<file path="src/rtl/stk_pkg.sv">
package stk_pkg;

  // Sequencer states: each names the work that the next clock edge performs
  typedef enum logic [2:0] {
    ST_IDLE,
    ST_WR_LO,
    ST_WR_END,
    ST_RD_HI,
    ST_RD_CAP,
    ST_RD_END
  } stk_state_e;

  // Offset variants that feed the address generator
  typedef enum logic [1:0] {
    OFS_CUR,
    OFS_M1,
    OFS_M2,
    OFS_P1
  } ofs_sel_e;

endpackage

</file>
<file path="src/rtl/stk_ctrl.sv">
module stk_ctrl
  import stk_pkg::*;
(
  input  logic       clk,
  input  logic       rst,
  input  logic       push_req,
  input  logic       pop_req,
  output stk_state_e state_q,
  output logic       accept_push,
  output logic       accept_pop,
  output logic       we_next,
  output logic       addr_load,
  output logic       grab_lo,
  output logic       fin_push,
  output logic       fin_pop,
  output ofs_sel_e   ofs_sel
);

  stk_state_e state_d;

  always_comb begin
    accept_push = (state_q == ST_IDLE) && push_req;
    accept_pop  = (state_q == ST_IDLE) && !push_req && pop_req;
    state_d     = state_q;
    ofs_sel     = OFS_CUR;
    case (state_q)
      ST_IDLE: begin
        if (accept_push) begin
          state_d = ST_WR_LO;
          ofs_sel = OFS_M1;
        end else if (accept_pop) begin
          state_d = ST_RD_HI;
        end
      end
      ST_WR_LO: begin
        state_d = ST_WR_END;
        ofs_sel = OFS_M2;
      end
      ST_WR_END: state_d = ST_IDLE;
      ST_RD_HI: begin
        state_d = ST_RD_CAP;
        ofs_sel = OFS_P1;
      end
      ST_RD_CAP: state_d = ST_RD_END;
      ST_RD_END: state_d = ST_IDLE;
      default:   state_d = ST_IDLE;
    endcase
    we_next   = accept_push || (state_q == ST_WR_LO);
    addr_load = accept_push || accept_pop ||
                (state_q == ST_WR_LO) || (state_q == ST_RD_HI);
    grab_lo   = (state_q == ST_RD_CAP);
    fin_push  = (state_q == ST_WR_END);
    fin_pop   = (state_q == ST_RD_END);
  end

  always_ff @(posedge clk) begin
    if (rst) state_q <= ST_IDLE;
    else     state_q <= state_d;
  end

endmodule

</file>
<file path="src/rtl/stk_ptr.sv">
module stk_ptr
  import stk_pkg::*;
#(
  parameter int OFF_W    = 16,
  parameter int SP_RESET = 0
) (
  input  logic             clk,
  input  logic             rst,
  input  logic             dec2,
  input  logic             inc2,
  input  ofs_sel_e         sel,
  output logic [OFF_W-1:0] sp_q,
  output logic [OFF_W-1:0] ofs
);

  localparam logic [OFF_W-1:0] ONE   = OFF_W'(1);
  localparam logic [OFF_W-1:0] TWO   = OFF_W'(2);
  localparam logic [OFF_W-1:0] RST_V = OFF_W'(SP_RESET);

  // Offset register; plain binary arithmetic wraps inside the segment
  always_ff @(posedge clk) begin
    if (rst)       sp_q <= RST_V;
    else if (dec2) sp_q <= sp_q - TWO;
    else if (inc2) sp_q <= sp_q + TWO;
  end

  always_comb begin
    case (sel)
      OFS_M1:  ofs = sp_q - ONE;
      OFS_M2:  ofs = sp_q - TWO;
      OFS_P1:  ofs = sp_q + ONE;
      default: ofs = sp_q;
    endcase
  end

endmodule

</file>
<file path="src/rtl/stk_agen.sv">
module stk_agen #(
  parameter int SEG_W     = 16,
  parameter int SEG_SHIFT = 4,
  parameter int OFF_W     = 16,
  localparam int ADDR_W   = SEG_W + SEG_SHIFT
) (
  input  logic [SEG_W-1:0]  seg,
  input  logic [OFF_W-1:0]  off,
  output logic [ADDR_W-1:0] addr
);

  logic [ADDR_W-1:0] base;

  generate
    if (SEG_SHIFT == 0) begin : g_flat
      assign base = seg;
    end else begin : g_shift
      assign base = {seg, {SEG_SHIFT{1'b0}}};
    end
  endgenerate

  // The sum is truncated to the physical width, so it wraps at the top
  assign addr = base + ADDR_W'(off);

endmodule

</file>
<file path="src/rtl/stk_pack.sv">
module stk_pack #(
  parameter int BYTE_W  = 8,
  localparam int WORD_W = 2 * BYTE_W
) (
  input  logic              clk,
  input  logic              rst,
  input  logic              grab_lo,
  input  logic              finish,
  input  logic [BYTE_W-1:0] rbyte,
  output logic [WORD_W-1:0] word_q
);

  logic [BYTE_W-1:0] lo_q;

  always_ff @(posedge clk) begin
    if (rst) begin
      lo_q   <= '0;
      word_q <= '0;
    end else begin
      if (grab_lo) lo_q   <= rbyte;
      if (finish)  word_q <= {rbyte, lo_q};
    end
  end

endmodule

</file>
<file path="src/rtl/word_stack_engine.sv">
module word_stack_engine
  import stk_pkg::*;
#(
  parameter int BYTE_W    = 8,
  parameter int OFF_W     = 16,
  parameter int SEG_W     = 16,
  parameter int SEG_SHIFT = 4,
  parameter int SP_RESET  = 0,
  localparam int WORD_W   = 2 * BYTE_W,
  localparam int ADDR_W   = SEG_W + SEG_SHIFT
) (
  input  logic              clk,
  input  logic              rst,
  input  logic              push_req,
  input  logic              pop_req,
  input  logic [WORD_W-1:0] push_data,
  input  logic [SEG_W-1:0]  seg_base,
  output logic [WORD_W-1:0] pop_data,
  output logic              done,
  output logic [OFF_W-1:0]  sp_out,
  output logic [ADDR_W-1:0] mem_addr,
  output logic [BYTE_W-1:0] mem_wdata,
  input  logic [BYTE_W-1:0] mem_rdata,
  output logic              mem_we
);

  stk_state_e        state_q;
  ofs_sel_e          ofs_sel;
  logic              accept_push, accept_pop, we_next, addr_load;
  logic              grab_lo, fin_push, fin_pop;
  logic [OFF_W-1:0]  ofs;
  logic [SEG_W-1:0]  seg_q, seg_use;
  logic [WORD_W-1:0] word_q;
  logic [ADDR_W-1:0] agen_addr;

  stk_ctrl u_ctrl (
    .clk         (clk),
    .rst         (rst),
    .push_req    (push_req),
    .pop_req     (pop_req),
    .state_q     (state_q),
    .accept_push (accept_push),
    .accept_pop  (accept_pop),
    .we_next     (we_next),
    .addr_load   (addr_load),
    .grab_lo     (grab_lo),
    .fin_push    (fin_push),
    .fin_pop     (fin_pop),
    .ofs_sel     (ofs_sel)
  );

  stk_ptr #(
    .OFF_W    (OFF_W),
    .SP_RESET (SP_RESET)
  ) u_ptr (
    .clk  (clk),
    .rst  (rst),
    .dec2 (fin_push),
    .inc2 (fin_pop),
    .sel  (ofs_sel),
    .sp_q (sp_out),
    .ofs  (ofs)
  );

  // The segment is taken live on the accepting edge and from the latch afterwards
  assign seg_use = (state_q == ST_IDLE) ? seg_base : seg_q;

  stk_agen #(
    .SEG_W     (SEG_W),
    .SEG_SHIFT (SEG_SHIFT),
    .OFF_W     (OFF_W)
  ) u_agen (
    .seg  (seg_use),
    .off  (ofs),
    .addr (agen_addr)
  );

  stk_pack #(
    .BYTE_W (BYTE_W)
  ) u_pack (
    .clk     (clk),
    .rst     (rst),
    .grab_lo (grab_lo),
    .finish  (fin_pop),
    .rbyte   (mem_rdata),
    .word_q  (pop_data)
  );

  // Operand latches
  always_ff @(posedge clk) begin
    if (rst) begin
      seg_q  <= '0;
      word_q <= '0;
    end else begin
      if (accept_push || accept_pop) seg_q  <= seg_base;
      if (accept_push)               word_q <= push_data;
    end
  end

  // Registered memory port and completion pulse
  always_ff @(posedge clk) begin
    if (rst) begin
      mem_we    <= 1'b0;
      mem_addr  <= '0;
      mem_wdata <= '0;
      done      <= 1'b0;
    end else begin
      mem_we <= we_next;
      done   <= fin_push || fin_pop;
      if (addr_load) mem_addr <= agen_addr;
      if (we_next)
        mem_wdata <= accept_push ? push_data[WORD_W-1:BYTE_W] : word_q[BYTE_W-1:0];
    end
  end

endmodule

</file>
<file path="config.mk">
export PLATFORM = sky130hd
export DESIGN_NAME = word_stack_engine
export DESIGN_NICKNAME = d
export VERILOG_FILES = /design/src/rtl/stk_pkg.sv /design/src/rtl/stk_ctrl.sv /design/src/rtl/stk_ptr.sv /design/src/rtl/stk_agen.sv /design/src/rtl/stk_pack.sv /design/src/rtl/word_stack_engine.sv
export SDC_FILE = /design/constraint.sdc
export NUM_CORES = 1
export LEC_CHECK = 0
export ABC_AREA = 1
export BUFFER_PORTS_ARGS = -buffer_cell sky130_fd_sc_hd__buf_2
export CELL_PAD_IN_SITES_DETAIL_PLACEMENT = 1
export CELL_PAD_IN_SITES_GLOBAL_PLACEMENT = 2
export CORE_MARGIN = 8
export CORE_UTILIZATION = 33
export CTS_BUF_LIST = sky130_fd_sc_hd__clkbuf_8
export DETAILED_ROUTE_END_ITERATION = 7
export HOLD_SLACK_MARGIN = 0.03
export PLACE_DENSITY = 0.92
export SYNTH_ARGS = -nofsm -noshare
export SYNTH_HDL_FRONTEND = slang
export SYNTH_SLANG_ARGS = --single-unit
</file>
<file path="constraint.sdc">
create_clock -name clk -period 7.37 [get_ports clk]
set_input_delay 0.3685 -clock clk [delete_from_list [all_inputs] [get_ports clk]]
set_output_delay 0.3685 -clock clk [all_outputs]
set_load 0.05 [all_outputs]
</file>
==> run_results.csv <==
group,metric,value,unit
run_status,status,"completed",
detailed_routing,via_count,5086,
power,leakagePower,3.01,nW
die,boundaryPins,106,
synth,ys_seq_elements,96,
placement,portBuffers,104,
sta,setup_viol,0,
synth,syn-num-nets,833,
global_routing,grt_use_total,0.164,
cts,clock-root-buffer,"clkbuf_8",
global_routing,grt-ovfl-total,0,
final_layout,diodes,0,
cts,cts_tree,"built",
synth,syn_inst,774,
synth,yosys_warnings,0,
hold_path,whs_endpoint,"u_pack.lo_q[7]",
setup_path,reg2reg_slack,4010,ps
detailed_routing,antenna_left,0,
placement,place_area,5870,sq um
final_layout,layout_common_cells,"nand2_1 (172), buf_2 (104), dfxtp_1 (96)",
setup_path,required,7670,ps
die,die_area,20100,sq um
cts,clock_sinks,96,
detailed_routing,drc,0,
global_routing,grt_start_max_net_pins,75,
sta,finalClockSkew,13.3,ps
placement,hpwl,12100,um
final_layout,nets,916,
detailed_routing,viasPerCell,4.72,
sta,relSlewSlack,0.263,
placement,gp_congestion,0.840,
sta,hold_violations,0,
sta,maxSlewViolCount,0,
detailed_routing,wl_per_cell,14.8,um
cts,clockBufferDepth,2,
sta,fin_crit_sh,0.456,
setup_path,startpoint_type,"register",
final_layout,multi_input_area,2760,sq um
die,fp.coreArea,15700,sq um
synth,synth.avg_cell_area,6.76,sq um
synth,synth.distinct_cells,41,
final_layout,syn_to_final_growth,15.4,%
final_layout,layout_commonest_cell,"nand2_1",
power,peakVddDrop,0.200,mV
global_routing,antenna_found_initial,0,
sta,setup_tns,0,ps
cts,cts_setup_buffers,0,
detailed_routing,finalWirelength,16000,um
detailed_routing,firstDrtPassIters,4,
setup_path,r2r-end,"mem_addr[18]",
final_layout,drive_above_1_share,0.174,
setup_path,crit_type,"register to register",
synth,synth_seq_area_share,0.367,
cts,cts-resized-gates,0,
final_layout,final_cell_area,6040,sq um
hold_path,holdPathStages,3,
synth,netlist_area,5240,sq um
die,start_util,0.333,
detailed_routing,initialDrtViolationCount,184,
setup_path,crit_path_max_fanout,35,
cts,hold_buffers,0,
sta,worstMarginPinSlew,1100,ps
cts,path_clk_slew,100,ps
sta,period_minus_slack,3360,ps
sta,max_freq,297,MHz
sta,holdWs,211,ps
cts,h-tree-depth,3,
final_layout,register_area,1920,sq um
die,num_rows,46,
global_routing,grt_pass1_wl,26300,um
sta,rsz0062_at_grt,"false",
final_layout,fillCellCount,2055,
cts,insertion_delay,390,ps
die,die_x,142,um
setup_path,r2r_start,"u_ctrl.state_q[1]",
global_routing,grt_pass1_vias,5143,
cts,numCtsBuffers,9,
job,maxCapViolations,0,
hold_path,min_from,"mem_rdata[7]",
setup_path,reg2reg_depth,18,
hold_path,hold_path.class,"input port to register",
power,p_per_area,445,nW/um^2
setup_path,cp_data_arrival_time,3660,ps
die,die_h,142,um
setup_path,worstSetupEndpointType,"register",
setup_path,crit_start,"u_ctrl.state_q[1]",
## final cells by class
| cell class | count | share of cell area |
|---|---|---|
| Multi-Input combinational cell | 543 | 0.456 |
| Sequential cell | 96 | 0.318 |
| Timing Repair Buffer | 106 | 0.0886 |
| Inverter | 101 | 0.0632 |
| Tap cell | 216 | 0.0447 |
| Clock buffer | 9 | 0.0205 |
| Clock inverter | 7 | 0.00870 |
## state kept, by name (all words and copies together) (netlist names)
name and flops:
u_pack.word_q 16, u_ctrl.state_q 3, seg_q 16, word_q 8
mem_wdata 8, mem_we 1, u_pack.lo_q 8, u_ptr.sp_q 15
done 1, mem_addr 20
## cell usage after synthesis (all sizes together)
| master | number | area share |
|---|---|---|
| nand2 | 175 | 0.13 |
| inv | 100 | 0.072 |
| nor2 | 98 | 0.078 |
| o21ai | 98 | 0.094 |
| dfxtp | 96 | 0.37 |
| a21oi | 48 | 0.047 |
| nand3 | 40 | 0.042 |
| clkbuf | 18 | 0.013 |
| xor2 | 18 | 0.030 |
| buf | 16 | 0.020 |
| ha | 14 | 0.033 |
| o21bai | 12 | 0.017 |
| a31oi | 9 | 0.011 |
| nor3 | 6 | 0.0057 |
| xnor2 | 5 | 0.0084 |
| a211oi | 3 | 0.0043 |
| nand4 | 3 | 0.0048 |
| o211ai | 3 | 0.0043 |
| o221ai | 3 | 0.0050 |
| a221oi | 2 | 0.0033 |
| or2 | 2 | 0.0024 |
| clkinv | 1 | 0.00072 |
| conb | 1 | 0.00072 |
| fa | 1 | 0.0038 |
| nand3b | 1 | 0.0014 |
| o211a | 1 | 0.0019 |
## cell families after synthesis
family / synth area share
compound gates: 0.188
buf+inv: 0.106
simple gates: 0.262
flops: 0.367
xor+xnor: 0.0385
other cells: 0.000716
fa+ha+maj: 0.0373
## per-layer routing
layer | GRT usage | part of all wire | up-vias
met1 | 0.223 | 0.51 | 2347
met4 | 0.0656 | 0.012 | 0
met2 | 0.247 | 0.43 | 85
met5 | 0 | 0 | -
li1 | - | - | 2644
met3 | 0.0349 | 0.044 | 10
## where the power goes
part	internal [W]	switching, W	total [W]
sequential	0.000638	0.0000954	0.000734
clock	0.000127	0.000208	0.000334
combinational	0.000470	0.00115	0.00162
## worst max-delay path by stage
stage,to,cells after the start
floorplan,mem_addr[18],16
CTS,mem_addr[18],18
detailed placement,mem_addr[18],18
finish,mem_addr[18],18
global placement,mem_addr[18],18
global route,mem_addr[18],18
## metrics by stage
| step | util | worst slack (ps) | power, W | cells |
|---|---|---|---|---|
| 2_1_floorplan | - | 4460 | 0.00198 | 774 |
| 3_3_place_gp | 0.373 | 4140 | 0.00236 | 1062 |
| 3_5_place_dp | 0.373 | 4030 | 0.00237 | 1062 |
| 4_1_cts | 0.385 | 4020 | 0.00272 | 1078 |
| 5_1_grt | 0.385 | 3660 | 0.00294 | 1078 |
| 6_report | 0.385 | 4010 | 0.00269 | 1078 |
## worst max-delay path: stages (launching register included)
cell and delay (ps):
dfxtp_1 380, nor2_4 170, nand2_4 110, nor2_4 340
nor2_4 160, inv_4 300, nand2_1 80, o21ai_0 90
ha_1 220, inv_1 70, fa_1 420, nor3_1 230
nor2_1 100, nor2_1 200, nand2_1 120, nand3_1 90
nand3_1 70, nand2_1 80, inv_1 30
(Power assumes the default switching activity.)
